File: src/rtl/mbus_csel_pkg.sv
package mbus_csel_pkg;

    // Target of one processor memory cycle
    typedef enum logic [1:0] {
        TGT_SRAM  = 2'd0,
        TGT_FLASH = 2'd1,
        TGT_REGS  = 2'd2
    } tgt_e;

endpackage

File: src/rtl/mbus_csel_latch.sv
// Captures the multiplexed address while the strobe is high and flags
// the clock on which a new cycle begins.
module mbus_csel_latch #(
    parameter int ADDR_W = 20,
    parameter int LO_W   = 8
) (
    input  logic              clk,
    input  logic              rst_n,
    input  logic              ale,
    input  logic [LO_W-1:0]   ad,
    input  logic [ADDR_W-1:LO_W] a_hi,
    input  logic              ucs_in,
    output logic [ADDR_W-1:0] addr_o,
    output logic              ucs_o,
    output logic              start_o
);

    typedef struct packed {
        logic [ADDR_W-1:0] addr;
        logic              ucs;
        logic              ale_prev;
    } lat_s;

    lat_s l_d, l_q;

    always_comb begin
        l_d = l_q;
        if (ale) begin
            l_d.addr = {a_hi, ad};
            l_d.ucs  = ucs_in;
        end
        l_d.ale_prev = ale;
    end

    always_ff @(posedge clk or negedge rst_n) begin
        if (!rst_n) l_q <= '0;
        else        l_q <= l_d;
    end

    assign addr_o  = l_q.addr;
    assign ucs_o   = l_q.ucs;
    assign start_o = l_q.ale_prev & ~ale;

endmodule

File: src/rtl/mbus_csel_map.sv
// Address map: upper select first, then the register window, then the
// optional flash alias, and SRAM for everything else.
module mbus_csel_map
    import mbus_csel_pkg::*;
#(
    parameter int ADDR_W      = 20,
    parameter int MA_W        = 17,
    parameter int WIN_BYTES   = 64,
    parameter int ALIAS_BYTES = 32768,
    parameter bit HAS_ALIAS   = 1'b1
) (
    input  logic [ADDR_W-1:0] addr,
    input  logic              ucs,
    input  logic              alias_en,
    output tgt_e              tgt
);

    localparam int WIN_W   = $clog2(WIN_BYTES);
    localparam int ALIAS_W = $clog2(ALIAS_BYTES);

    logic in_win;
    logic in_alias;

    assign in_win = (addr[ADDR_W-1:WIN_W] == '0);

    generate
        if (HAS_ALIAS) begin : g_alias
            assign in_alias = &addr[MA_W-1:ALIAS_W];
        end else begin : g_no_alias
            assign in_alias = 1'b0;
        end
    endgenerate

    always_comb begin
        if (ucs)                        tgt = TGT_FLASH;
        else if (in_win)                tgt = TGT_REGS;
        else if (alias_en && in_alias)  tgt = TGT_FLASH;
        else                            tgt = TGT_SRAM;
    end

endmodule

File: src/rtl/mbus_csel_timer.sv
// Holds the two wait fields and counts down the wait of the live cycle.
module mbus_csel_timer
    import mbus_csel_pkg::*;
#(
    parameter int WAIT_W = 3
) (
    input  logic              clk,
    input  logic              rst_n,
    input  logic              cfg_we,
    input  logic              cfg_sel,
    input  logic [WAIT_W-1:0] cfg_wdata,
    input  logic              start,
    input  tgt_e              tgt,
    input  logic              count_en,
    output logic              zero_o
);

    typedef struct packed {
        logic [WAIT_W-1:0] fw;
        logic [WAIT_W-1:0] sw;
        logic [WAIT_W-1:0] cnt;
    } tim_s;

    tim_s t_d, t_q;

    always_comb begin
        t_d = t_q;
        if (start) begin
            case (tgt)
                TGT_FLASH: t_d.cnt = t_q.fw;
                TGT_SRAM:  t_d.cnt = t_q.sw;
                default:   t_d.cnt = '0;
            endcase
        end else if (count_en && (t_q.cnt != '0)) begin
            t_d.cnt = t_q.cnt - WAIT_W'(1);
        end
        if (cfg_we) begin
            if (cfg_sel) t_d.sw = cfg_wdata;
            else         t_d.fw = cfg_wdata;
        end
    end

    always_ff @(posedge clk or negedge rst_n) begin
        if (!rst_n) begin
            t_q.fw  <= '1;
            t_q.sw  <= '1;
            t_q.cnt <= '0;
        end else begin
            t_q <= t_d;
        end
    end

    assign zero_o = (t_q.cnt == '0);

endmodule

File: src/rtl/mbus_csel.sv
module mbus_csel
    import mbus_csel_pkg::*;
#(
    parameter int ADDR_W      = 20,
    parameter int LO_W        = 8,
    parameter int MA_W        = 17,
    parameter int WAIT_W      = 3,
    parameter int WIN_BYTES   = 64,
    parameter int ALIAS_BYTES = 32768,
    parameter bit HAS_ALIAS   = 1'b1
) (
    input  logic                 clk,
    input  logic                 rst_n,
    input  logic                 ale,
    input  logic [LO_W-1:0]      ad,
    input  logic [ADDR_W-1:LO_W] a_hi,
    input  logic                 ucs_act,
    input  logic                 strb,
    input  logic                 alias_en,
    input  logic                 cfg_we,
    input  logic                 cfg_sel,
    input  logic [WAIT_W-1:0]    cfg_wdata,
    output logic                 flash_ce_n,
    output logic                 sram_ce_n,
    output logic                 reg_sel,
    output logic [MA_W-1:0]      ma,
    output logic                 rdy
);

    logic [ADDR_W-1:0] addr;
    logic              ucs_l;
    logic              start;
    tgt_e              map_tgt;
    logic              cnt_zero;

    typedef struct packed {
        logic active;
        logic seen;
        tgt_e tgt;
    } cyc_s;

    cyc_s c_d, c_q;

    mbus_csel_latch #(.ADDR_W(ADDR_W), .LO_W(LO_W)) u_latch (
        .clk     (clk),
        .rst_n   (rst_n),
        .ale     (ale),
        .ad      (ad),
        .a_hi    (a_hi),
        .ucs_in  (ucs_act),
        .addr_o  (addr),
        .ucs_o   (ucs_l),
        .start_o (start)
    );

    mbus_csel_map #(
        .ADDR_W      (ADDR_W),
        .MA_W        (MA_W),
        .WIN_BYTES   (WIN_BYTES),
        .ALIAS_BYTES (ALIAS_BYTES),
        .HAS_ALIAS   (HAS_ALIAS)
    ) u_map (
        .addr     (addr),
        .ucs      (ucs_l),
        .alias_en (alias_en),
        .tgt      (map_tgt)
    );

    mbus_csel_timer #(.WAIT_W(WAIT_W)) u_timer (
        .clk       (clk),
        .rst_n     (rst_n),
        .cfg_we    (cfg_we),
        .cfg_sel   (cfg_sel),
        .cfg_wdata (cfg_wdata),
        .start     (start),
        .tgt       (map_tgt),
        .count_en  (c_q.active & strb),
        .zero_o    (cnt_zero)
    );

    // Cycle tracking: open on the address-strobe fall, close after the strobe
    always_comb begin
        c_d = c_q;
        if (start) begin
            c_d.active = 1'b1;
            c_d.seen   = 1'b0;
            c_d.tgt    = map_tgt;
        end else if (c_q.active) begin
            if (strb)        c_d.seen   = 1'b1;
            else if (c_q.seen) c_d.active = 1'b0;
        end
    end

    always_ff @(posedge clk or negedge rst_n) begin
        if (!rst_n) c_q <= '0;
        else        c_q <= c_d;
    end

    assign flash_ce_n = ~(c_q.active && (c_q.tgt == TGT_FLASH));
    assign sram_ce_n  = ~(c_q.active && (c_q.tgt == TGT_SRAM));
    assign reg_sel    =   c_q.active && (c_q.tgt == TGT_REGS);
    assign ma         = addr[MA_W-1:0];
    assign rdy        = c_q.active & strb & cnt_zero;

endmodule

File: config.mk
export PLATFORM = sky130hd
export DESIGN_NAME = mbus_csel
export DESIGN_NICKNAME = d
export VERILOG_FILES = /design/src/rtl/mbus_csel_pkg.sv /design/src/rtl/mbus_csel_latch.sv /design/src/rtl/mbus_csel_map.sv /design/src/rtl/mbus_csel_timer.sv /design/src/rtl/mbus_csel.sv
export SDC_FILE = /design/constraint.sdc
export NUM_CORES = 1
export LEC_CHECK = 0
export BUFFER_PORTS_ARGS = -buffer_cell sky130_fd_sc_hd__buf_4
export CELL_PAD_IN_SITES_DETAIL_PLACEMENT = 1
export CELL_PAD_IN_SITES_GLOBAL_PLACEMENT = 1
export CORE_MARGIN = 5
export CORE_UTILIZATION = 39
export DETAILED_ROUTE_END_ITERATION = 12
export HOLD_SLACK_MARGIN = 0.06
export PLACE_DENSITY_LB_ADDON = 0.12
export REMOVE_ABC_BUFFERS = 1
export SYNTH_ARGS = -nofsm -noshare
export SYNTH_HDL_FRONTEND = slang
export SYNTH_SLANG_ARGS = --single-unit
export TNS_END_PERCENT = 5
File: constraint.sdc
create_clock -name clk -period 1.65 [get_ports clk]
set_input_delay 0.33 -clock clk [delete_from_list [all_inputs] [get_ports clk]]
set_output_delay 0.33 -clock clk [all_outputs]
set_load 0.05 [all_outputs]
After elaboration in Yosys (flattened, before gate mapping):

Index checks and enable logic that the tools add are counted.

* logic and storage cells: 48
* bits of input ports: 31
* bits in registers: 35
* output and inout bits: 21

* $add $sub $neg: 1
* equal/unequal tests: 3
* bitwise gates (word level): 7
* mux-type cells: 11
* reductions and logical operators: 17

Operators by type and width (count)
* 14-bit logical NOT: 1
* 2-bit 2-to-1 mux: 4
* 2-bit AND reduction: 4
* 3-bit 2-to-1 mux: 2
* 3-bit case mux with 2 select lines: 1
* 2-bit nonzero test: 3
* 1-bit logical AND: 5
* 2-bit by 1-bit == test with 1-bit output (second input constant): 2
* 2-bit logical NOT: 2
* 1-bit 2-to-1 mux: 4
* 1-bit inverter: 4
* 1-bit AND: 3
* 3-bit logical NOT: 1
* 3-bit nonzero test: 1
* 3-bit by 1-bit subtractor with 3-bit output (second input constant): 1
* 2-bit == test (second input constant): 1

Longest topological paths before layout:

Gate-level depths: netlist of run 1.

* depth after elaboration: 8
* depth in mapped cells: 6
* mapped depth without buffers: 6

Cells and area by module:

Synthesis of run 1 repeated with hierarchy kept, for this count alone.

* cells, all modules: 121
* area total of the unflattened synthesis: 1661.6 µm²

Modules (own cells, without submodules)
* mbus_csel_latch: cells each 66, area each 965.9 µm², seq. area each 550.5 µm², times used 1
* mbus_csel_timer: cells each 33, area each 469.2 µm², seq. area each 232.7 µm², times used 1
* mbus_csel: cells each 16, area each 185.2 µm², seq. area each 100.1 µm², times used 1
* mbus_csel_map: cells each 6, area each 41.3 µm², seq. area each 0.0 µm², times used 1

Least setup slack after synthesis of run 1:

Ideal clock, no wire load.

* kind: register to output
* from: reg u_timer.t_q[0] (netlist name)
* to: out rdy
* stages on the path, launching flop included: 5
* data required time: 1.320 ns
* slack: -0.039 ns
* path buffers: 0
* arrival: 1.359 ns
* cells stage by stage: dfrtp_1 inv_1 ha_1 nand2b_1 nor2_1

* longest elaborated chain between the ends: 2

Ends and longest elaborated chain
* start, declared: RTL line mbus_csel_timer.sv:24 `tim_s t_d, t_q;`
* start signal, assigned: RTL line mbus_csel_timer.sv:49 `t_q <= t_d;`
* 3-bit logical NOT: RTL line mbus_csel_timer.sv:53 `assign zero_o = (t_q.cnt == '0);`
* 1-bit AND: RTL line mbus_csel.sv:103 `assign rdy = c_q.active & strb & cnt_zero;`
* end, declared: RTL line mbus_csel.sv:27 `output logic rdy`

No other way between the ends.

Worst setup path in the final report of run 1:

Ends and elaborated chain as after synthesis.

==> flow_summary_export.csv, run 1 <==
group,metric,value,unit
power_and_ir_drop,leakagePower,0.994,nW
route,vias,1165,
power_and_ir_drop,power_density,1270,nW/um^2
grt,grt_overflow,0,
setup_path,critPathLaunchType,"register",
cts,htreeDepth,2,
setup_path,required,1.32,ns
synth,yosysSeqAreaShare,0.525,
synth,syn_avg_cell_area,12.7,um^2
floorplan,core_area,4090,um^2
floorplan,io_pins,52,
placed_design,portBuffers,51,
power_and_ir_drop,irDropWorstVdd,644,uV
cts,max-clock-path-buffers,2,
floorplan,rows,23,
cells_and_area,layout_commonest_cell,"buf_4",
setup_path,slowest_stage,"dfrtp_1",
timing,slew_headroom,0.706,
timing,fin_setup_tns,0,ns
synth,synth_edf_count,0,
route,drt_pass1_iterations,2,
floorplan,die_x,75.7,um
placed_design,placed_cells,215,
placed_design,dp_hpwl,2920,um
setup_path,crit_type,"reg2out",
cts,cts_buffers,5,
grt,grt_max_degree,36,
cts,cts_tree,"yes",
synth,syn_inst,132,
route,vias_per_cell,5.04,
grt,grtUsageTotal,0.148,
timing,slew_viol_final,0,
timing,fin_ws,0.0490,ns
floorplan,start_util,0.412,
cells_and_area,multi_input_area,662,um^2
cts,clk_pin_slew,0.07,ns
setup_path,crit_arrival,1.27,ns
floorplan,dieHeight,75.7,um
floorplan,dieArea,5730,um^2
cells_and_area,area_delta_synth_final,32.8,%
synth,synth_ff_type,"dfrtp_1",
cells_and_area,final_cell_mix,"58 x buf_4, 29 x dfrtp_1, 27 x mux2_2, 6 x nor3_1, 6 x dfstp_2",
grt,grt_pass1_wl,6290,um
grt,antenna_found_initial,0,
placed_design,gp_congestion,0.826,
timing,clock_skew,0.00585,ns
route,wl_per_cell,16.7,um
cells_and_area,nNetsFinal,213,
timing,period_needed,1.60,ns
cts,cts_sinks,35,
setup_path,path_cells,"inv_2, ha_4, nand2b_4, nor2_1, buf_6",
power_and_ir_drop,power,2.85,mW
timing,finalCritPeriodShare,0.970,
synth,yosysUniqueCellTypes,28,
setup_path,max_stage_delay,0.40,ns
timing,setup_viol,0,
synth,synth_area,1680,um^2
cells_and_area,seq_area,883,um^2
timing,final_hold_viol_count,0,
synth,async_flop_share,1.00,
timing,fmax,0.625,GHz
placed_design,place_ws,0.127,ns
timing,tightest_slew,0.441,ns
outcome,outcome,"finished, final reports clean",
cells_and_area,final.fill_count,429,
cells_and_area,stdcell_count,231,
setup_path,cp_max_fo,2,
synth,yosys_warnings,0,
cells_and_area,antenna_cells,0,
setup_path,endpoint_kind,"output pin",
route,drt_wl_total,3860,um
cells_and_area,drive_gt1_frac,0.619,
job,cap_violations,0,
route,post-route-drc-count,0,
synth,ys_ff_latch,35,
route,dr.first_iter.drc_count,42,
grt,grt_pass1_vias,1326,
cts,clk_latency,0.29,ns
worst_hold_path,hp-class,"in2reg",
route,drtAntennaViolNets,0,
cts,cts_root_buffer,"clkbuf_8",
-- metal layers --
metal,GRT usage,up-vias,share of wire
li1,-,549,-
met1,0.158,575,0.37
met2,0.268,35,0.55
met3,0.0567,6,0.070
met4,0.0466,0,0.0098
met5,0,-,0
-- state kept, by name, indices dropped and copies added (netlist names) --
| signal | count |
|---|---|
| u_latch.ucs_o | 1 |
| u_timer.t_q | 9 |
| u_latch.l_q | 1 |
| u_latch.addr_o | 20 |
| c_q | 4 |
-- worst paths after layout --
check / start / end / cells after the start / slack, ns
setup / recovery: u_timer.t_q[0] / rdy / 5 / 0.05
hold / removal: ad[3] / u_latch.addr_o[3] / 2 / 0.27
setup reg to reg: u_latch.addr_o[13] / u_timer.t_q[1] / 4 / 0.13
hold reg to reg: c_q[2] / c_q[2] / 2 / 0.50
max in group asynchronous: rst_n / u_timer.t_q[7] / 2 / 0.77
min in group asynchronous: rst_n / u_latch.addr_o[14] / 2 / 0.53
-- kinds of logic (layout without fill, tap and decap cells) --
family / count (synthesis) / in the layout / share of synthesized area
AOI/OAI and AO/OA: 14 / 14 / 0.0595
adders and majority gates: 2 / 2 / 0.0149
buffers and inverters: 23 / 72 / 0.0952
DFF: 35 / 35 / 0.525
muxes: 27 / 27 / 0.181
and+or+nand+nor: 31 / 31 / 0.125
-- layout make-up --
class,instances,share of cell area
repair buffers,62,0.216
clock buffers,5,0.0308
clock inverters,3,0.0302
inverters,2,0.00336
multi-input cells,74,0.296
flip-flops and latches,35,0.395
well taps,50,0.0280
-- cells in the mapped netlist (2+ instances only) --
cell / number / area (um^2)
mux2_2: 27 / 304
dfstp_2: 6 / 158
nand2_1: 4 / 15.0
ha_1: 2 / 25.0
inv_1: 2 / 7.51
nor2b_1: 5 / 31.3
a21oi_1: 5 / 25.0
nor3_1: 6 / 30.0
nor4_4: 2 / 42.5
nand2b_1: 2 / 12.5
a311oi_1: 2 / 17.5
buf_4: 19 / 143
dfrtp_1: 29 / 726
nor2_1: 5 / 18.8
a41oi_1: 2 / 17.5
buf_2: 2 / 10.0
-- critical path: cells and delay by family (launching register included) --
| kind | cells | cell delay (ns) |
|---|---|---|
| fa+ha+maj | 1 | 0.15 |
| flops | 1 | 0.40 |
| simple gates | 2 | 0.18 |
| buf+inv | 2 | 0.26 |
-- power by group --
group	total, mW	switching [mW]	internal (mW)
clock network	0.918	0.316	0.603
logic	0.836	0.451	0.385
registers	1.09	0.0968	0.994
total	2.85	0.864	1.98
-- metrics by stage --
step / area, um^2 / hold WS, ns / utilization
finish: 2230 / 0.269 / 0.547
global route: 2230 / 0.258 / 0.547
CTS: 2180 / 0.259 / 0.534
detailed placement: 2000 / 0.307 / 0.489
global placement: 2000 / 0.305 / 0.489
floorplan: 1530 / 0.0344 / -
-- timing repair --
action,CTS,global route
hold buffers,1,0
hold endpoints to repair,29,0
gates resized for setup,2,8
setup buffers,4,3
pin swaps,1,1
setup endpoints to repair,2,4
Note: power is estimated with default switching activity, not from simulation.
==> run 2, diff against run 1 <==
- CORE_MARGIN: 5 -> 10
==> run 2 against run 1 <==
Sequential share of layout area rose by 1.3 points. Via count shrank 1.5%. Sequential power about the same. Die area rose by 28%. Fmax is 0.51% higher. First-iteration DRC count shrank 45%. Clock skew shrank 0.00059 ns. Worst hold slack gained 0.0024 ns. Clock power down 35%. Global-route usage shrank 3.2 points. Power shrank 13%. Non-clock buffer count is 2 lower. Critical path type unchanged.
==> flow_summary_export.csv, run 2 (synthesis gave the netlist of run 1 again) <==
group,metric,value,unit
outcome,outcome,"finished, final reports clean",
cts,max-clock-path-buffers,2,
route,drtAntennaViolNets,0,
setup_path,crit_arrival,1.26,ns
job,cap_violations,0,
cells_and_area,seq_area,883,um^2
cells_and_area,final.fill_count,443,
floorplan,rows,23,
timing,fin_ws,0.0572,ns
placed_design,place_ws,0.145,ns
route,dr.first_iter.drc_count,23,
floorplan,io_pins,52,
route,drt_wl_total,4030,um
grt,grt_max_degree,36,
floorplan,dieHeight,85.7,um
cells_and_area,multi_input_area,662,um^2
power_and_ir_drop,leakagePower,0.959,nW
timing,finalCritPeriodShare,0.965,
setup_path,max_stage_delay,0.38,ns
timing,setup_viol,0,
cts,cts_sinks,35,
grt,grt_overflow,0,
floorplan,start_util,0.412,
cts,cts_tree,"yes",
setup_path,path_cells,"inv_1, ha_2, nand2b_4, nor2_2, buf_6",
cts,clk_latency,0.29,ns
timing,fmax,0.628,GHz
setup_path,required,1.32,ns
cells_and_area,nNetsFinal,211,
setup_path,cp_max_fo,2,
power_and_ir_drop,power_density,1150,nW/um^2
grt,grtUsageTotal,0.116,
worst_hold_path,hp-class,"in2reg",
placed_design,dp_hpwl,3200,um
route,drt_pass1_iterations,4,
route,vias_per_cell,5.01,
floorplan,die_x,85.7,um
cells_and_area,final_util,0.530,
cells_and_area,layout_commonest_cell,"buf_4",
cells_and_area,final_cell_mix,"57 x buf_4, 29 x dfrtp_1, 27 x mux2_2, 6 x nor3_1, 6 x dfstp_2",
placed_design,portBuffers,51,
route,vias,1148,
cts,htreeDepth,2,
timing,clock_skew,0.00526,ns
timing,slew_viol_final,0,
cells_and_area,fin_area,2160,um^2
setup_path,slowest_stage,"dfrtp_1",
worst_hold_path,hold_depth,2,
cells_and_area,drive_gt1_frac,0.615,
floorplan,dieArea,7340,um^2
cts,cts_buffers,5,
cells_and_area,area_delta_synth_final,28.6,%
placed_design,gp_congestion,0.732,
cells_and_area,antenna_cells,0,
setup_path,endpoint_kind,"output pin",
setup_path,critPathLaunchType,"register",
grt,grt_pass1_wl,6840,um
setup_path,crit_type,"reg2out",
timing,slew_headroom,0.704,
setup_path,worstRegToRegCells,7,
timing,tightest_slew,0.445,ns
cells_and_area,largest_reg_flops,20,
route,wl_per_cell,17.6,um
floorplan,core_area,4090,um^2
placed_design,post_dp_cell_area,2000,um^2
grt,grt_pass1_vias,1397,
route,post-route-drc-count,0,
timing,period_needed,1.59,ns
cts,clk_pin_slew,0.07,ns
grt,antenna_found_initial,0,
power_and_ir_drop,irDropWorstVdd,539,uV
cts,cts_root_buffer,"clkbuf_8",
timing,final_hold_viol_count,0,
[run 2: timing repair]
item / in CTS / in global routing
endpoints found under the hold margin: 29 / 0
cloned: 0 / 0
pin swaps: 1 / 0
endpoints found under the setup margin: 2 / 4
gates resized for setup: 2 / 7
setup buffers: 4 / 1
hold buffers: 1 / 0
[run 2: stage by stage]
stage,std cells,hold slack [ns],TNS [ns],total power [mW]
floorplan,111,0.0344,-0.0391,1.53
global placement,215,0.302,0,1.76
detailed placement,215,0.309,0,1.81
CTS,228,0.263,-0.00398,2.46
global route,229,0.257,-0.0355,2.66
finish,229,0.272,0,2.49
[run 2: cell type report]
cell class / instances / area share
inverter: 2 / 0.00347
sequential: 35 / 0.408
tap: 50 / 0.0289
multi-input combinational: 74 / 0.306
clock buffer: 6 / 0.0335
clock inverter: 2 / 0.00578
timing repair buffer: 60 / 0.214
[run 2: path summary, 6_finish.rpt]
kind | start | to | slack, ns
max | u_timer.t_q[1] | rdy | 0.06
min | a_hi[9] | u_latch.addr_o[9] | 0.27
max reg2reg | u_timer.t_q[1] | u_timer.t_q[0] | 0.12
min reg2reg | c_q[2] | c_q[2] | 0.51
max in group asynchronous | rst_n | u_timer.t_q[3] | 0.77
min in group asynchronous | rst_n | u_latch.addr_o[14] | 0.52
[run 2: where the power goes]
| group | internal [mW] | switching [mW] |
|---|---|---|
| registers | 0.994 | 0.0912 |
| clock network | 0.294 | 0.299 |
| logic | 0.362 | 0.448 |
[run 2: worst max-delay path: cells and delay by family, from the launching register on]
kind,cells,cell delay (ns)
AND/OR/NAND/NOR,2,0.15
flip-flops,1,0.38
adder cells (fa/ha/maj),1,0.21
buffers and inverters,2,0.25
[run 2: metal layers]
metal / GRT usage / wire [um] / vias up
li1: - / - / 546
met1: 0.107 / 1440 / 568
met2: 0.214 / 2200 / 28
met3: 0.0568 / 341 / 6
met4: 0.0449 / 50 / 0
met5: 0 / 0 / -
==> run 3, diff against run 2 <==
- ABC_AREA: not set -> 1
- CORE_UTILIZATION: 39 -> 38
==> run 3 against run 2 <==
Global-route usage down 0.91 points. Largest cell class unchanged. Non-clock buffer count down 6. Sequential power about the same. Worst hold slack worse by 0.027 ns. Flip-flop and latch count unchanged. Clock skew up 0.0034 ns. Register-to-register slack better by 0.23 ns. Synthesized cell count up 27%. Highest routed layer unchanged. Largest power group unchanged. Combinational power down 7.3%.
==> flow_summary_export.csv, run 3 <==
group,metric,value,unit
outcome,outcome,"finished, final reports clean",
route,post-route-drc-count,0,
grt,busiest_layer,"met2",
route,drtAntennaViolNets,0,
route,wl_per_cell,14.5,um
cells_and_area,layout_commonest_cell,"buf_4",
worst_hold_path,hold_depth,3,
timing,hold_slack,0.245,ns
grt,global_route.usage.met1,0.119,
grt,grt_max_degree,36,
synth,yosys-top-cells-area,"dfrtp_1 43%, mux2_2 12%, dfstp_2 9.3%",
cts,clk_latency,0.29,ns
timing,fin_setup_tns,0,ns
cells_and_area,antenna_cells,0,
cts,cts_buffers,5,
cts,cts_root_buffer,"clkbuf_8",
route,vias_per_cell,4.70,
cells_and_area,nNetsFinal,242,
synth,ys_ff_latch,35,
setup_path,crit_buf_inv,3,
route,dr.first_iter.drc_count,29,
timing,clock_skew,0.00870,ns
synth,synth_edf_count,0,
job,cap_violations,0,
setup_path,path_cells,"inv_1, ha_1, inv_1, nor3_2, buf_6",
grt,met2_usage,0.172,
setup_path,critPathLaunchType,"register",
cells_and_area,final_cell_mix,"52 x buf_4, 31 x nand2_1, 29 x dfrtp_1, 18 x mux2_2, 15 x inv_1",
floorplan,start_util,0.391,
synth,synth_top_area_cell,"dfrtp_1",
synth,syn_avg_cell_area,10.1,um^2
grt,grt_pass1_wl,6530,um
placed_design,placed_cells,251,
synth,synth_area,1700,um^2
synth,synth_ff_type,"dfrtp_1",
cts,clk_pin_slew,0.08,ns
setup_path,path_common_cell,"inv_1",
grt,grt_overflow,0,
timing,finalCritPeriodShare,0.952,
setup_path,required,1.32,ns
placed_design,post_dp_cell_area,1990,um^2
setup_path,crit_cells,5,
placed_design,gp_congestion,0.743,
cells_and_area,largest_reg_flops,20,
cts,htreeDepth,2,
cells_and_area,stdcell_count,262,
synth,async_flop_share,1.00,
setup_path,slowest_stage,"dfrtp_1",
floorplan,dieArea,7560,um^2
placed_design,dp_hpwl,2890,um
setup_path,endpoint_kind,"output pin",
synth,yosys_warnings,0,
route,vias,1232,
timing,final_hold_viol_count,0,
setup_path,crit_arrival,1.24,ns
setup_path,max_stage_delay,0.38,ns
timing,slew_viol_final,0,
floorplan,die_x,87.0,um
grt,grtUsageTotal,0.107,
floorplan,io_pins,52,
worst_hold_path,hp-class,"in2reg",
setup_path,crit_type,"reg2out",
cts,max-clock-path-buffers,2,
setup_path,worstRegToRegCells,8,
synth,synth_top_area_share,0.426,
setup_path,cp_max_fo,2,
route,drt_wl_total,3800,um
floorplan,rows,24,
timing,period_needed,1.57,ns
cells_and_area,fin_area,2160,um^2
timing,fmax,0.636,GHz
grt,grt_pass1_vias,1362,
cts,cts_sinks,35,
power_and_ir_drop,leakagePower,1.06,nW
floorplan,core_area,4350,um^2
cells_and_area,area_delta_synth_final,26.9,%
timing,tightest_slew,0.444,ns
cells_and_area,drive_gt1_frac,0.457,
grt,grtUsageMet3,0.0562,
power_and_ir_drop,power_density,1270,nW/um^2
cells_and_area,multi_input_area,598,um^2
cells_and_area,seq_area,883,um^2
timing,slew_headroom,0.704,
synth,syn_inst,168,
route,drt_pass1_iterations,2,
floorplan,dieHeight,87.0,um
grt,antenna_found_initial,0,
synth,synth_common_cells,"32 x nand2_1, 29 x dfrtp_1, 18 x buf_4, 18 x mux2_2, 16 x inv_1",
synth,synth.most_common_cell,"nand2_1",
cts,cts_tree,"yes",
cells_and_area,final.fill_count,516,
power_and_ir_drop,irDropWorstVdd,590,uV
timing,setup_viol,0,
synth,yosysSeqAreaShare,0.518,
setup_path,crit_family,"flip-flops",
synth,yosysUniqueCellTypes,22,
placed_design,portBuffers,51,
-- run 3: cell types whose count changed in the layout (fill, tap and decap cells not counted), sizes merged, moves of 3 or more --
cell | before | now
nand3 | 1 | 5
buf | 59 | 53
o21ai | 0 | 14
mux2 | 27 | 18
nand2 | 4 | 33
nor2b | 5 | 0
nor2 | 5 | 15
nor4 | 3 | 0
inv | 2 | 18
nor3 | 6 | 2
-- run 3: routing by layer --
metal | part of all wire | vias to the layer above
met4 | 0.011 | 0
li1 | - | 607
met1 | 0.43 | 580
met2 | 0.47 | 39
met5 | 0 | -
met3 | 0.087 | 6
-- run 3: tightest hold or removal path: cells and delay by family --
kind            cells  cell delay, ns
buf+inv             1            0.08
compound gates      1            0.06
simple gates        1            0.04
-- run 3: final timing paths --
kind                            slack (ns)                 end           start
worst max-delay path                  0.08                 rdy  u_timer.t_q[1]
worst min register to register        0.46              c_q[3]          c_q[2]
max in group asynchronous             0.77      u_timer.t_q[4]           rst_n
min in group asynchronous             0.52  u_latch.addr_o[12]           rst_n
worst min-delay path                  0.25  u_latch.addr_o[13]        a_hi[13]
worst max register to register        0.35      u_timer.t_q[1]  u_timer.t_q[0]
-- run 3: kinds of logic (layout without fill, tap and decap cells) --
logic type	count (synthesis)	count (layout)	synth area share
fa+ha+maj	2	2	0.0147
buf+inv	38	80	0.135
mux	18	18	0.119
flops	35	35	0.518
simple gates	56	56	0.147
compound gates	19	19	0.0661
-- run 3: what timing repair did --
action,in CTS,in global routing
gates resized for setup,2,2
hold buffers,1,0
endpoints found under the setup margin,1,1
setup buffers,2,0
pin swaps,0,1
endpoints found under the hold margin,29,0
-- run 3: area by class of cell --
class,instances,area share
clock inverter,2,0.0278
inverter,18,0.0335
timing repair buffer,54,0.190
sequential,35,0.408
clock buffer,6,0.0335
tap,52,0.0301
multi-input combinational,95,0.276
-- run 3: report_power, final --
| group | switching, mW | internal (mW) |
|---|---|---|
| combinational | 0.458 | 0.293 |
| clock | 0.315 | 0.604 |
| sequential | 0.0870 | 0.990 |
| total | 0.860 | 1.89 |
-- run 3: through the flow --
step | worst slack (ns) | util | power (mW)
floorplan | -0.395 | - | 1.54
global placement | 0.288 | 0.458 | 1.76
detailed placement | 0.254 | 0.458 | 1.80
CTS | 0.00655 | 0.495 | 2.77
global route | -0.0123 | 0.497 | 2.91
finish | 0.0786 | 0.497 | 2.75
